--- src/rtl/ecol_pkg.sv ---
package ecol_pkg;
  localparam int ADDR_W = 12;
  localparam logic [ADDR_W-1:0] A_CTL  = 12'h400;
  localparam logic [ADDR_W-1:0] A_PER  = 12'h404;
  localparam logic [ADDR_W-1:0] A_DATA = 12'h410;
  localparam int CTL_W = 6;

  // packed order gives bit 0 = start, 1 = enable, [3:2] speed, [5:4] length
  typedef struct packed {
    logic [1:0] len;
    logic [1:0] speed;
    logic       enable;
    logic       start;
  } ctl_t;
endpackage

--- src/rtl/ecol_timer.sv ---
module ecol_timer #(
  parameter int CNT_W = 32
) (
  input  logic             clk,
  input  logic             rst,
  input  logic             run,
  input  logic [CNT_W-1:0] period,
  output logic             tick
);
  logic [CNT_W-1:0] cnt;
  logic [CNT_W-1:0] eff;

  always_comb begin
    eff = (period == '0) ? {{(CNT_W-1){1'b0}}, 1'b1} : period;
    tick = run && (cnt >= eff - 1'b1);
  end

  always_ff @(posedge clk) begin
    if (rst || !run)  cnt <= '0;
    else if (tick)    cnt <= '0;
    else              cnt <= cnt + 1'b1;
  end

  // with an unchanged period above 1, two captures are never back to back
  p_tick_gap_r3: assert property (@(posedge clk) disable iff (rst)
    (run && $past(run) && $past(tick) && $stable(period) && period > 1) |-> !tick);
endmodule

--- src/rtl/ecol_collector.sv ---
module ecol_collector #(
  parameter int DW     = 32,
  parameter int NWORDS = 8
) (
  input  logic               clk,
  input  logic               rst,
  input  logic               begin_i,
  input  logic [1:0]         len_i,
  input  logic               busy,
  input  logic               tick,
  input  logic               bit_in,
  output logic               done,
  output logic [DW*NWORDS-1:0] data_o
);
  localparam int TOT   = DW * NWORDS;
  localparam int IDX_W = $clog2(TOT);
  localparam int STEP  = TOT / 4;
  localparam int WPS   = NWORDS / 4;

  logic [1:0]       len_q;
  logic [IDX_W-1:0] bitcnt;
  logic [IDX_W:0]   nbits;
  logic [TOT-1:0]   shadow, shadow_nx;
  logic             cap;

  always_comb begin
    nbits     = (IDX_W+1)'((int'(len_q) + 1) * STEP);
    cap       = busy && tick;
    done      = cap && ({1'b0, bitcnt} == nbits - 1'b1);
    shadow_nx = shadow;
    if (cap) shadow_nx[bitcnt] = bit_in;
  end

  always_ff @(posedge clk) begin
    if (rst) begin
      len_q  <= '0;
      bitcnt <= '0;
      shadow <= '0;
    end else if (begin_i) begin
      len_q  <= len_i;
      bitcnt <= '0;
    end else if (cap) begin
      shadow <= shadow_nx;
      bitcnt <= bitcnt + 1'b1;
    end
  end

  for (genvar w = 0; w < NWORDS; w++) begin : g_word
    always_ff @(posedge clk) begin
      if (rst)
        data_o[w*DW +: DW] <= '0;
      else if (begin_i && w >= (int'(len_i) + 1) * WPS)
        data_o[w*DW +: DW] <= '0;
      else if (done && w < (int'(len_q) + 1) * WPS)
        data_o[w*DW +: DW] <= shadow_nx[w*DW +: DW];
    end
  end

  p_bitcnt_range_r2: assert property (@(posedge clk) disable iff (rst)
    busy |-> ({1'b0, bitcnt} < nbits));
  p_hold_idle_r8: assert property (@(posedge clk) disable iff (rst)
    (!busy && !begin_i) |=> $stable(data_o));
  p_begin_idle_r4: assert property (@(posedge clk) disable iff (rst)
    begin_i |-> !busy);
endmodule

--- src/rtl/entropy_collector.sv ---
module entropy_collector
  import ecol_pkg::*;
#(
  parameter int NWORDS = 8,
  parameter int CNT_W  = 32
) (
  input  logic              clk,
  input  logic              rst,
  input  logic              bus_we,
  input  logic [ADDR_W-1:0] bus_addr,
  input  logic [31:0]       bus_wdata,
  output logic [31:0]       bus_rdata,
  input  logic              entropy_in,
  output logic              osc_enable,
  output logic [1:0]        osc_speed
);
  localparam int DW = 32;
  localparam int IW = $clog2(NWORDS);

  ctl_t             ctl_q, ctl_n;
  logic [CNT_W-1:0] per_q;
  logic             wr_ctl, wr_per, tick, done, begin_c;
  logic [CTL_W-1:0] mask, wval;
  logic [DW*NWORDS-1:0] data;
  logic [ADDR_W-1:0]    off;

  always_comb begin
    wr_ctl = bus_we && bus_addr == A_CTL;
    wr_per = bus_we && bus_addr == A_PER;
    mask   = bus_wdata[16 +: CTL_W];
    wval   = bus_wdata[CTL_W-1:0];
    ctl_n  = ctl_q;
    if (wr_ctl) ctl_n = ctl_t'((ctl_q & ~mask) | (wval & mask));
    if (done) ctl_n.start = 1'b0;
    if (!ctl_n.enable) ctl_n.start = 1'b0;
    begin_c = ctl_n.start && !ctl_q.start;
  end

  always_ff @(posedge clk) begin
    if (rst) begin
      ctl_q <= '0;
      per_q <= '0;
    end else begin
      ctl_q <= ctl_n;
      if (wr_per) per_q <= CNT_W'(bus_wdata);
    end
  end

  ecol_timer #(.CNT_W(CNT_W)) u_timer (
    .clk(clk), .rst(rst), .run(ctl_q.start), .period(per_q), .tick(tick)
  );

  ecol_collector #(.DW(DW), .NWORDS(NWORDS)) u_coll (
    .clk(clk), .rst(rst), .begin_i(begin_c), .len_i(ctl_n.len),
    .busy(ctl_q.start), .tick(tick), .bit_in(entropy_in),
    .done(done), .data_o(data)
  );

  assign osc_enable = ctl_q.enable;
  assign osc_speed  = ctl_q.speed;
  assign off        = bus_addr - A_DATA;

  always_ff @(posedge clk) begin
    if (rst)                     bus_rdata <= '0;
    else if (bus_addr == A_CTL)  bus_rdata <= 32'(ctl_q);
    else if (bus_addr == A_PER)  bus_rdata <= 32'(per_q);
    else if (off < ADDR_W'(4 * NWORDS) && off[1:0] == 2'b00)
      bus_rdata <= data[off[IW+1:2]*DW +: DW];
    else                         bus_rdata <= '0;
  end

  p_start_needs_en_r7: assert property (@(posedge clk) disable iff (rst)
    ctl_q.start |-> ctl_q.enable);
  p_start_hold_r4: assert property (@(posedge clk) disable iff (rst)
    (ctl_q.start && !done && !wr_ctl) |=> ctl_q.start);
  p_start_drop_r4: assert property (@(posedge clk) disable iff (rst)
    (ctl_q.start && done) |=> !ctl_q.start);
endmodule

--- config.mk ---
export PLATFORM = sky130hd
export DESIGN_NAME = entropy_collector
export DESIGN_NICKNAME = d
export VERILOG_FILES = /design/src/rtl/ecol_pkg.sv /design/src/rtl/ecol_timer.sv /design/src/rtl/ecol_collector.sv /design/src/rtl/entropy_collector.sv
export SDC_FILE = /design/constraint.sdc
export NUM_CORES = 1
export LEC_CHECK = 0
export CAP_MARGIN = 25
export CORE_MARGIN = 10
export CORE_UTILIZATION = 45
export CTS_CLUSTER_DIAMETER = 100
export CTS_CLUSTER_SIZE = 28
export DETAILED_ROUTE_END_ITERATION = 7
export DONT_BUFFER_PORTS = 1
export GPL_ROUTABILITY_DRIVEN = 0
export GPL_TIMING_DRIVEN = 1
export SYNTH_ARGS = -nofsm -noshare
export SYNTH_HDL_FRONTEND = slang
export SYNTH_SLANG_ARGS = --single-unit
--- constraint.sdc ---
create_clock -name clk -period 7.15 [get_ports clk]
set_input_delay 1.7875 -clock clk [delete_from_list [all_inputs] [get_ports clk]]
set_output_delay 1.7875 -clock clk [all_outputs]
set_load 0.005 [all_outputs]
Yosys cells after proc, flatten, opt, wreduce, memory -nomap -nowiden --
Cells that the tools add are included.
Cells by class: add/subtract/negate cells 7, $lt $le $gt $ge 20, equality and inequality tests 3, shift operators 1, mux-type cells 11, bitwise operators 5, reduce and logical (&&, ||, !) cells 40
Operator list (count):
- bitwise mux 256 bit | 1
- 2-to-1 mux 256 bit | 1
- variable part select 256 x 9 -> 32 bit | 1
- >= comparator 4 x 32 -> 1 bit, first input constant | 4
- < comparator 4 x 32 -> 1 bit, first input constant | 4
- 2-to-1 mux 32 bit | 3
- >= comparator 3 x 32 -> 1 bit, first input constant | 2
- < comparator 3 x 32 -> 1 bit, first input constant | 2
- adder 32 x 1 -> 32 bit, second input constant | 1
- >= comparator 2 x 32 -> 1 bit, first input constant | 1
- >= comparator 32 bit | 1
- logical NOT 32 bit | 1
- < comparator 1 x 32 -> 1 bit, first input constant | 1
- < comparator 2 x 32 -> 1 bit, first input constant | 1
- subtractor 32 x 1 -> 32 bit, second input constant | 1
- equality test 12 x 11 -> 1 bit, second input constant | 2
- logical AND 1 bit | 24
- OR reduction 2 bit | 11
- AND 6 bit | 2
- < comparator 12 x 6 -> 1 bit, second input constant | 1
- 2-to-1 mux 6 bit | 2
- subtractor 12 x 11 -> 12 bit, second input constant | 1
- equality test 8 x 9 -> 1 bit | 1
- < comparator 8 x 9 -> 1 bit, second input constant | 1
- 14 further kinds | 17
Word-level totals: register bits 624, input bits 48, word-level logic and storage cells 106

Logic depth before layout (Yosys ltp) --
Gate-level depths: netlist (run 1).
depth after elaboration 12, gate-level depth with buffers 26, mapped depth without buffers 21

Hierarchy --
Synthesis (run 1) repeated with hierarchy kept, for this count alone.
Second synthesis, totals: cell total of the unflattened synthesis 3221, area, all modules 27448.8 µm²
By module, submodules not included:
- ecol_collector | times used 1, cells an instance 2470, area each 19977.9 µm²
- entropy_collector | times used 1, cells an instance 423, area each 4719.5 µm²
- ecol_timer | times used 1, cells an instance 328, area each 2751.4 µm²

Worst setup path after synthesis (run 1) --
OpenSTA, ideal clock, no wires.
path type register to register, start register per_q[22], end register u_timer.cnt[25], arrival 5.171 ns, required time 7.085 ns, path slack 1.915 ns, cell stages (with the launch flop) 26, buffers on the path 4, period minus slack after synthesis 5.235 ns, cell sequence dfxtp_1 -> or3_4 -> or3_4 -> or4_1 -> or3_1 -> nor2_1 -> nor2_1 -> ha_1 -> nand3b_1 -> or3_1 -> nor3_1 -> and2_0 -> buf_2 -> nand2_1 -> xor2_1 -> ha_1 -> nand4_1 -> nor2_1 -> a221oi_2 -> nand2_1 -> a21oi_2 -> buf_2 -> buf_2 -> nand3_1 -> buf_2 -> nor2_1
On the way: cells in the longest elaborated chain, start to end 6
Ends and longest elaborated chain:
- from (decl) | line entropy_collector.sv:21 | logic [CNT_W-1:0] per_q;
- from (signal assigned) | line entropy_collector.sv:45 | if (wr_per) per_q <= CNT_W'(bus_wdata);
- logical NOT 32 bit | line ecol_timer.sv:14 | eff = (period == '0) ? {{(CNT_W-1){1'b0}}, 1'b1} : period;
- 2-to-1 mux 32 bit (*) | line ecol_timer.sv:14
- subtractor 32 x 1 -> 32 bit (*) | line ecol_timer.sv:15 | tick = run && (cnt >= eff - 1'b1);
- >= comparator 32 bit (*) | line ecol_timer.sv:15
- logical AND 1 bit (*) | line ecol_timer.sv:15
- OR reduction 2 bit (no source line) (*)
- to (signal assigned) | line ecol_timer.sv:21 | else cnt <= cnt + 1'b1;
- to (decl) | line ecol_timer.sv:10 | logic [CNT_W-1:0] cnt;
Every way passes the cells marked *; elsewhere a longest branch is shown, timed or not. A chain may end at the register's enable or synchronous reset.

Worst setup path in the final report (run 1) --
start register per_q[8], end register u_coll.shadow[101]
On the way: cells in the longest elaborated chain, start to end 12, elaborated cells on any way between the ends 13, classes of those cells 1 x add/sub; 1 x order compare; 4 x mux; 1 x bitwise; 6 x reduce/logical
Ends and longest elaborated chain:
- logical NOT 32 bit | line ecol_timer.sv:14
- 2-to-1 mux 32 bit (*) | line ecol_timer.sv:14
- subtractor 32 x 1 -> 32 bit (*) | line ecol_timer.sv:15
- >= comparator 32 bit (*) | line ecol_timer.sv:15
- logical AND 1 bit (*) | line ecol_timer.sv:15
- logical AND 1 bit (*) | line ecol_collector.sv:28 | cap = busy && tick;
- logical AND 1 bit | line ecol_collector.sv:29 | done = cap && ({1'b0, bitcnt} == nbits - 1'b1);
- 2-to-1 mux 1 bit | line entropy_collector.sv:34 | if (done) ctl_n.start = 1'b0;
- 2-to-1 mux 1 bit | line entropy_collector.sv:35 | if (!ctl_n.enable) ctl_n.start = 1'b0;
- logical AND 1 bit | line entropy_collector.sv:36 | begin_c = ctl_n.start && !ctl_q.start;
- NOT 1 bit (no source line)
- AND reduction 2 bit (no source line)
- to (signal assigned) | line ecol_collector.sv:43 | shadow <= shadow_nx;
- to (decl) | line ecol_collector.sv:23 | logic [TOT-1:0] shadow, shadow_nx;
Marked as above.

==> flow_summary.ini, run 1 <==
[clock_tree]
clock-sinks = 623
cts.htree.levels = 1
clkLatencyLatePin_ps = 630
cts-resized-gates = 0
ctsHoldBuffers = 0
cts_buffer_depth = 3
root_buffer = clkbuf_16
cts_made_buffers = 26
cts_setup_buffers = 0
cts_tree = yes
clkTransAtPathRegs_ps = 110

[die]
dieArea_mm2 = 0.0702
die_w_um = 265
core_mm2 = 0.0592
io_pins = 83
row_count = 89
die_h_um = 265
start_util_pct = 45.6

[critical_path]
criticalPathCategory = reg -> reg
cp.arrival_ps = 6940
worstSetupEndpointType = flop
cp-start-kind = flop
crit_required_ps = 7690
worst-path-max-fanout = 45

[detailed_routing]
wire_per_inst_um = 25.3
dr.pass1.iters = 7
drtIter0Drc = 2818
vias_per_cell = 6.54
drc_errors = 0
routed_wirelength_mm = 91.7
antenna_left = 0
vias = 23700

[yosys]
async_reset_ff_share_pct = 0
yosysTopAreaCell = dfxtp_1
ys_seq_elements = 623
yosysMostFrequentCell = dfxtp_1
syn-cell-area_mm2 = 0.0270
synth_common_cells = 623 x dfxtp_1, 422 x nand2_1, 376 x a21oi_1, 320 x o21ai_0, 214 x clkbuf_1
synth_edf_count = 0
synth_ff_type = dfxtp_1
synth_top_area_share_pct = 46.2
ys_seq_area_share_pct = 46.2
syn_area_per_cell_um2 = 8.79
synth_area_leaders = dfxtp_1 46%, a21oi_1 7.0%, o21ai_0 5.9%, nand2_1 5.9%, o311ai_0 5.5%
ys_warn_count = 0
yosysUniqueCellTypes = 65
synthCells = 3072

[power]
ir_drop_mv = 0.147
power.density_mw_per_mm2 = 195
leakage_nw = 8.76

[cells_and_area]
area_growth_pct = 4.45
antennaDiodeCount = 0
drive_above_1_share_pct = 6.62
layout.nets = 2942

[sta]
finalCriticalPeriod_ps = 6400
finalCritPeriodShare_pct = 89.5
finalHoldViolCount = 0
fin_hold_ws_ps = 440
tightest_slew_ps = 1080
fin_setup_tns_ps = 0
setup_ws_ps = 752
rsz0062_at_grt = false
timing.final.max_slew_violations = 0
clock_skew_ps = 29.2
maxSlewHeadroom_pct = 27.7
setup_violations = 0
fmax_mhz = 156

[global_routing]
grt_max_degree = 134
antenna_found_initial = 0
track_usage_pct = 25.1
grt_first_pass_wirelength_mm = 140
overflow = 0
grt_pass1_vias = 22700

[run_status]
status = complete, no violations

[hold_path]
hp-class = reg -> reg

[placement]
io_buffers = 0
place_hpwl_mm = 57.4
place_ws_ps = 872

[job]
drv_cap = 0
-- path summary, 6_finish.rpt --
check | endpoint | cells after the start | slack, ps | startpoint
max | u_coll.shadow[101] | 22 | 750 | per_q[8]
min | u_coll.data_o[41] | 2 | 440 | u_coll.shadow[41]
max reg2reg | u_coll.shadow[101] | 22 | 750 | per_q[8]
min reg2reg | u_coll.data_o[41] | 2 | 440 | u_coll.shadow[41]
-- cell usage in the layout, fill, tap and decap left out, types with 35 or more instances in the layout --
cell type    n
o31ai_1     35
o21ai_0    320
o311ai_0   170
nor2_1     131
dfxtp_1    622
buf_4       44
a21oi_1    374
nand2_1    422
ha_1        40
mux4_2      64
nand3_1    162
mux2i_1     61
nand4_1     68
-- cell type report --
| cell class | count | area, µm² |
|---|---|---|
| timing repair buffer | 60 | 639 |
| multi-input combinational | 2131 | 13300 |
| sequential | 623 | 12500 |
| clock inverter | 2 | 50.0 |
| fill | 5586 | 31000 |
| inverter | 12 | 47.5 |
| tap | 773 | 967 |
| clock buffer | 27 | 676 |
-- state kept, by name, summed over array words and instances, names as in the netlist, named ones only --
signal         flops
u_coll.len_q       2
ctl_q              3
u_coll.data_o    256
per_q             32
u_coll.shadow    255
bus_rdata         32
osc_enable         1
u_coll.bitcnt      8
u_timer.cnt       32
-- cell families after synthesis --
kind of cell | count (synthesis) | share of synthesized area (%)
other cells | 1 | 0.0139
flops | 623 | 46.2
xor+xnor | 59 | 1.91
fa+ha+maj | 40 | 1.85
simple gates | 900 | 15.2
buf+inv | 319 | 4.75
mux | 126 | 7.64
compound gates | 1004 | 22.4
-- power breakdown --
group          switching, W  internal [W]  total [W]  leakage (nW)
Combinational      0.000128     0.0000446   0.000172          3.38
Clock               0.00113      0.000723    0.00186         0.357
Sequential     0.0000000384       0.00347    0.00347          5.02
Total               0.00126       0.00424    0.00550          8.76
-- metal layers --
| metal | up-vias | wire [µm] | global-route usage [%] |
|---|---|---|---|
| li1 | 10700 | - | - |
| met1 | 11800 | 39300 | 33.6 |
| met2 | 1039 | 41700 | 40.5 |
| met3 | 170 | 7180 | 3.15 |
| met4 | 0 | 3560 | 9.78 |
| met5 | - | 0 | 0 |
-- worst max-delay path, cell delays in order, from the launching register on --
cell and delay [ps]:
dfxtp_1 420, or4_4 610, nor4_2 320, nand3_1 200
or3_1 400, nor2_1 160, nor2_1 80, ha_1 220
nand3b_1 180, or3_1 190, nor3_1 110, and2_0 280
nand2_1 140, xor2_1 180, ha_1 280, nand4_1 150
nor3_1 90, a2bb2oi_1 590, nand2_1 270, a21oi_4 530
buf_4 520, o311ai_0 220, o21ai_0 140
-- per-stage QoR --
| stage | area [µm²] | power, W | util, % | std cells |
|---|---|---|---|---|
| 2_1_floorplan | 27000 | 0.00369 | - | 3073 |
| 5_1_grt | 28200 | 0.00562 | 47.6 | 3628 |
| 4_1_cts | 28200 | 0.00551 | 47.6 | 3626 |
| 3_3_place_gp | 27400 | 0.00371 | 46.2 | 3594 |
| 6_report | 28200 | 0.00550 | 47.6 | 3628 |
| 3_5_place_dp | 27400 | 0.00371 | 46.3 | 3597 |
Note: power is estimated with default switching activity, not from simulation.
==> run 2: changes to the inputs <==
- SYNTH_HIERARCHICAL: unset -> 1
==> flow_summary.ini, run 2 <==
[run_status]
status = complete, no violations

[critical_path]
crit_required_ps = 7690
r2r_end = u_coll/shadow[51]
cp.arrival_ps = 7310
crit_buf_inv = 4
critPathMaxStageDelay_ps = 730
critPathSlowestCell = or4_2
r2r-start = per_q[26]
critical_path.top_delay_family = simple AND/OR/NAND/NOR gates
cp-start-kind = flop
reg2regPathDepth = 29
worstSetupEndpointType = flop
criticalPathCategory = reg -> reg
r2r_setup_slack_ps = 380
worst-path-max-fanout = 10

[yosys]
synth_ff_type = dfxtp_1
yosysTopAreaCell = dfxtp_1
synthCells = 3221
synth_common_cells = 623 x dfxtp_1, 490 x a21oi_1, 479 x nand2_1, 290 x nand3_1, 284 x o21ai_0
yosysMostFrequentCell = dfxtp_1
yosysUniqueCellTypes = 72
syn-cell-area_mm2 = 0.0274
ys_warn_count = 6
synth_edf_count = 0
syn_area_per_cell_um2 = 8.52
async_reset_ff_share_pct = 0
ys_seq_area_share_pct = 45.4
synth_area_leaders = dfxtp_1 45%, a21oi_1 8.9%, nand2_1 6.6%, nand3_1 5.3%, mux4_2 5.3%
synth_top_area_share_pct = 45.4
ys_seq_elements = 623

[power]
p_clk_share_pct = 35.6
netSwitchingFraction_pct = 22.5
internal_power_w = 0.00427
power_frac_seq_pct = 62.9
power.density_mw_per_mm2 = 193
pwr-share-comb_pct = 1.4
leakage_nw = 8.81
ir_drop_mv = 0.176
power.switching_w = 0.00124

[sta]
fmax_mhz = 148
finalCritPeriodShare_pct = 94.7
fin_setup_tns_ps = 0
clock_skew_ps = 63.6
maxSlewHeadroom_pct = 26.1
finalCriticalPeriod_ps = 6770
finalHoldViolCount = 0
setup_violations = 0
rsz0062_at_grt = false
tightest_slew_ps = 1110
setup_ws_ps = 381
timing.final.max_slew_violations = 0

[clock_tree]
cts.htree.levels = 1
clkTransAtPathRegs_ps = 110
cts_made_buffers = 29
root_buffer = clkbuf_16
clkLatencyLatePin_ps = 640
cts_buffer_depth = 3
ctsHoldBuffers = 0
clock-sinks = 623
cts_tree = yes

[cells_and_area]
fillers = 5829
fin_util_pct = 47.3
top_register = u_coll/data_o
antennaDiodeCount = 0
layout_commonest_cell = dfxtp_1
final_cell_mix = 623 x dfxtp_1, 490 x a21oi_1, 476 x nand2_1, 290 x nand3_1, 284 x o21ai_0
area_growth_pct = 4.10
layout.nets = 3114
regArea_mm2 = 0.0125
drive_above_1_share_pct = 7.85
largestRegisters = u_coll/data_o x256, u_coll/shadow x255
largest_register_ffs = 256
postLayoutCellArea_mm2 = 0.0286
multi_input_area_mm2 = 0.0136

[die]
die_w_um = 267
core_mm2 = 0.0604
io_pins = 83
dieArea_mm2 = 0.0713
start_util_pct = 45.5
row_count = 90
die_h_um = 267

[detailed_routing]
drc_errors = 0
routed_wirelength_mm = 92.7
dr.pass1.iters = 5
drtIter0Drc = 2476
vias_per_cell = 6.25
vias = 23900
wire_per_inst_um = 24.3
antenna_left = 0

[global_routing]
grt_first_pass_wirelength_mm = 139
track_usage_pct = 25.1
grt_max_degree = 303
grt_pass1_vias = 22500
overflow = 0
antenna_found_initial = 2

[job]
drv_cap = 0

[placement]
place_hpwl_mm = 55.9
place_ws_ps = 0.316
io_buffers = 0
placed_area_mm2 = 0.0276

[hold_path]
min_to = u_coll/data_o[27]
hp-class = reg -> reg
hold_depth = 2
hold_path_startpoint = u_coll/shadow[27]
-- run 2: changes by cell type after synthesis, moves of 19 or more --
cell and change:
a21oi_1 +114, nand4_1 -24, and2_1 +24, nand2_1 +57, o21ai_0 -36, nor3_1 +31
nand3_1 +128, o311ai_0 -170, o2bb2ai_1 +25, o31ai_1 -32, a2bb2oi_1 -27, buf_1 -19
-- run 2: power groups by stage --
stage | registers, W | clock network (W) | logic [W]
6_report | 0.00347 | 0.00196 | 0.0000780
2_1_floorplan | 0.00355 | 0 | 0.000115
5_1_grt | 0.00347 | 0.00213 | 0.0000814
3_3_place_gp | 0.00355 | 0 | 0.0000737
4_1_cts | 0.00347 | 0.00201 | 0.0000771
3_5_place_dp | 0.00355 | 0 | 0.0000770
-- run 2: final cells by class --
class,instances,share of cell area (%)
Multi-Input combinational cell,2282,47.7
Sequential cell,623,43.6
Tap cell,782,3.42
Clock buffer,29,2.54
Timing Repair Buffer,74,2.01
Clock inverter,9,0.473
Inverter,15,0.201
-- run 2: worst max path at each step --
stage	start	to	slack, ps	depth (start not counted)
final	per_q[26]	u_coll/shadow[51]	380	29
after global routing	per_q[26]	u_coll/shadow[229]	2	28
after CTS	per_q[26]	u_coll/shadow[107]	10	27
after detailed placement	per_q[26]	u_coll/shadow[203]	0.3	27
after global placement	per_q[26]	u_coll/shadow[104]	260	27
after floorplan	per_q[26]	u_coll/shadow[44]	690	32
-- run 2: cell families after synthesis --
family	Yosys count	share of synthesized area, %
xor+xnor	67	2.14
other cells	1	0.0137
compound gates	879	17.1
flops	623	45.4
buf+inv	319	5.35
fa+ha+maj	41	1.87
mux	139	8.00
simple gates	1152	20.1
-- run 2: worst min-delay path: cells and delay by family (launching register included) --
| kind | cells | cell delay, ps |
|---|---|---|
| flops | 1 | 320 |
| compound gates | 1 | 50 |
| simple gates | 1 | 50 |
-- run 2: through the flow --
stage / hold WS (ps) / power [W] / instances
after floorplan: 428 / 0.00366 / 3222
after global placement: 434 / 0.00362 / 3770
after detailed placement: 441 / 0.00362 / 3771
after CTS: 434 / 0.00555 / 3809
after global routing: 447 / 0.00568 / 3814
final: 436 / 0.00551 / 3814
-- run 2: layer usage --
layer  track usage [%]  wire length [µm]
met1              33.0             38700
met2              40.5             42500
met3              3.43              7120
met4              10.7              4270
met5                 0                13
-- run 2: timing repair --
item,in CTS,in global routing
buffers inserted,0,3
cloned,0,2
endpoints found under the setup margin,2,257
gates resized for setup,1,16
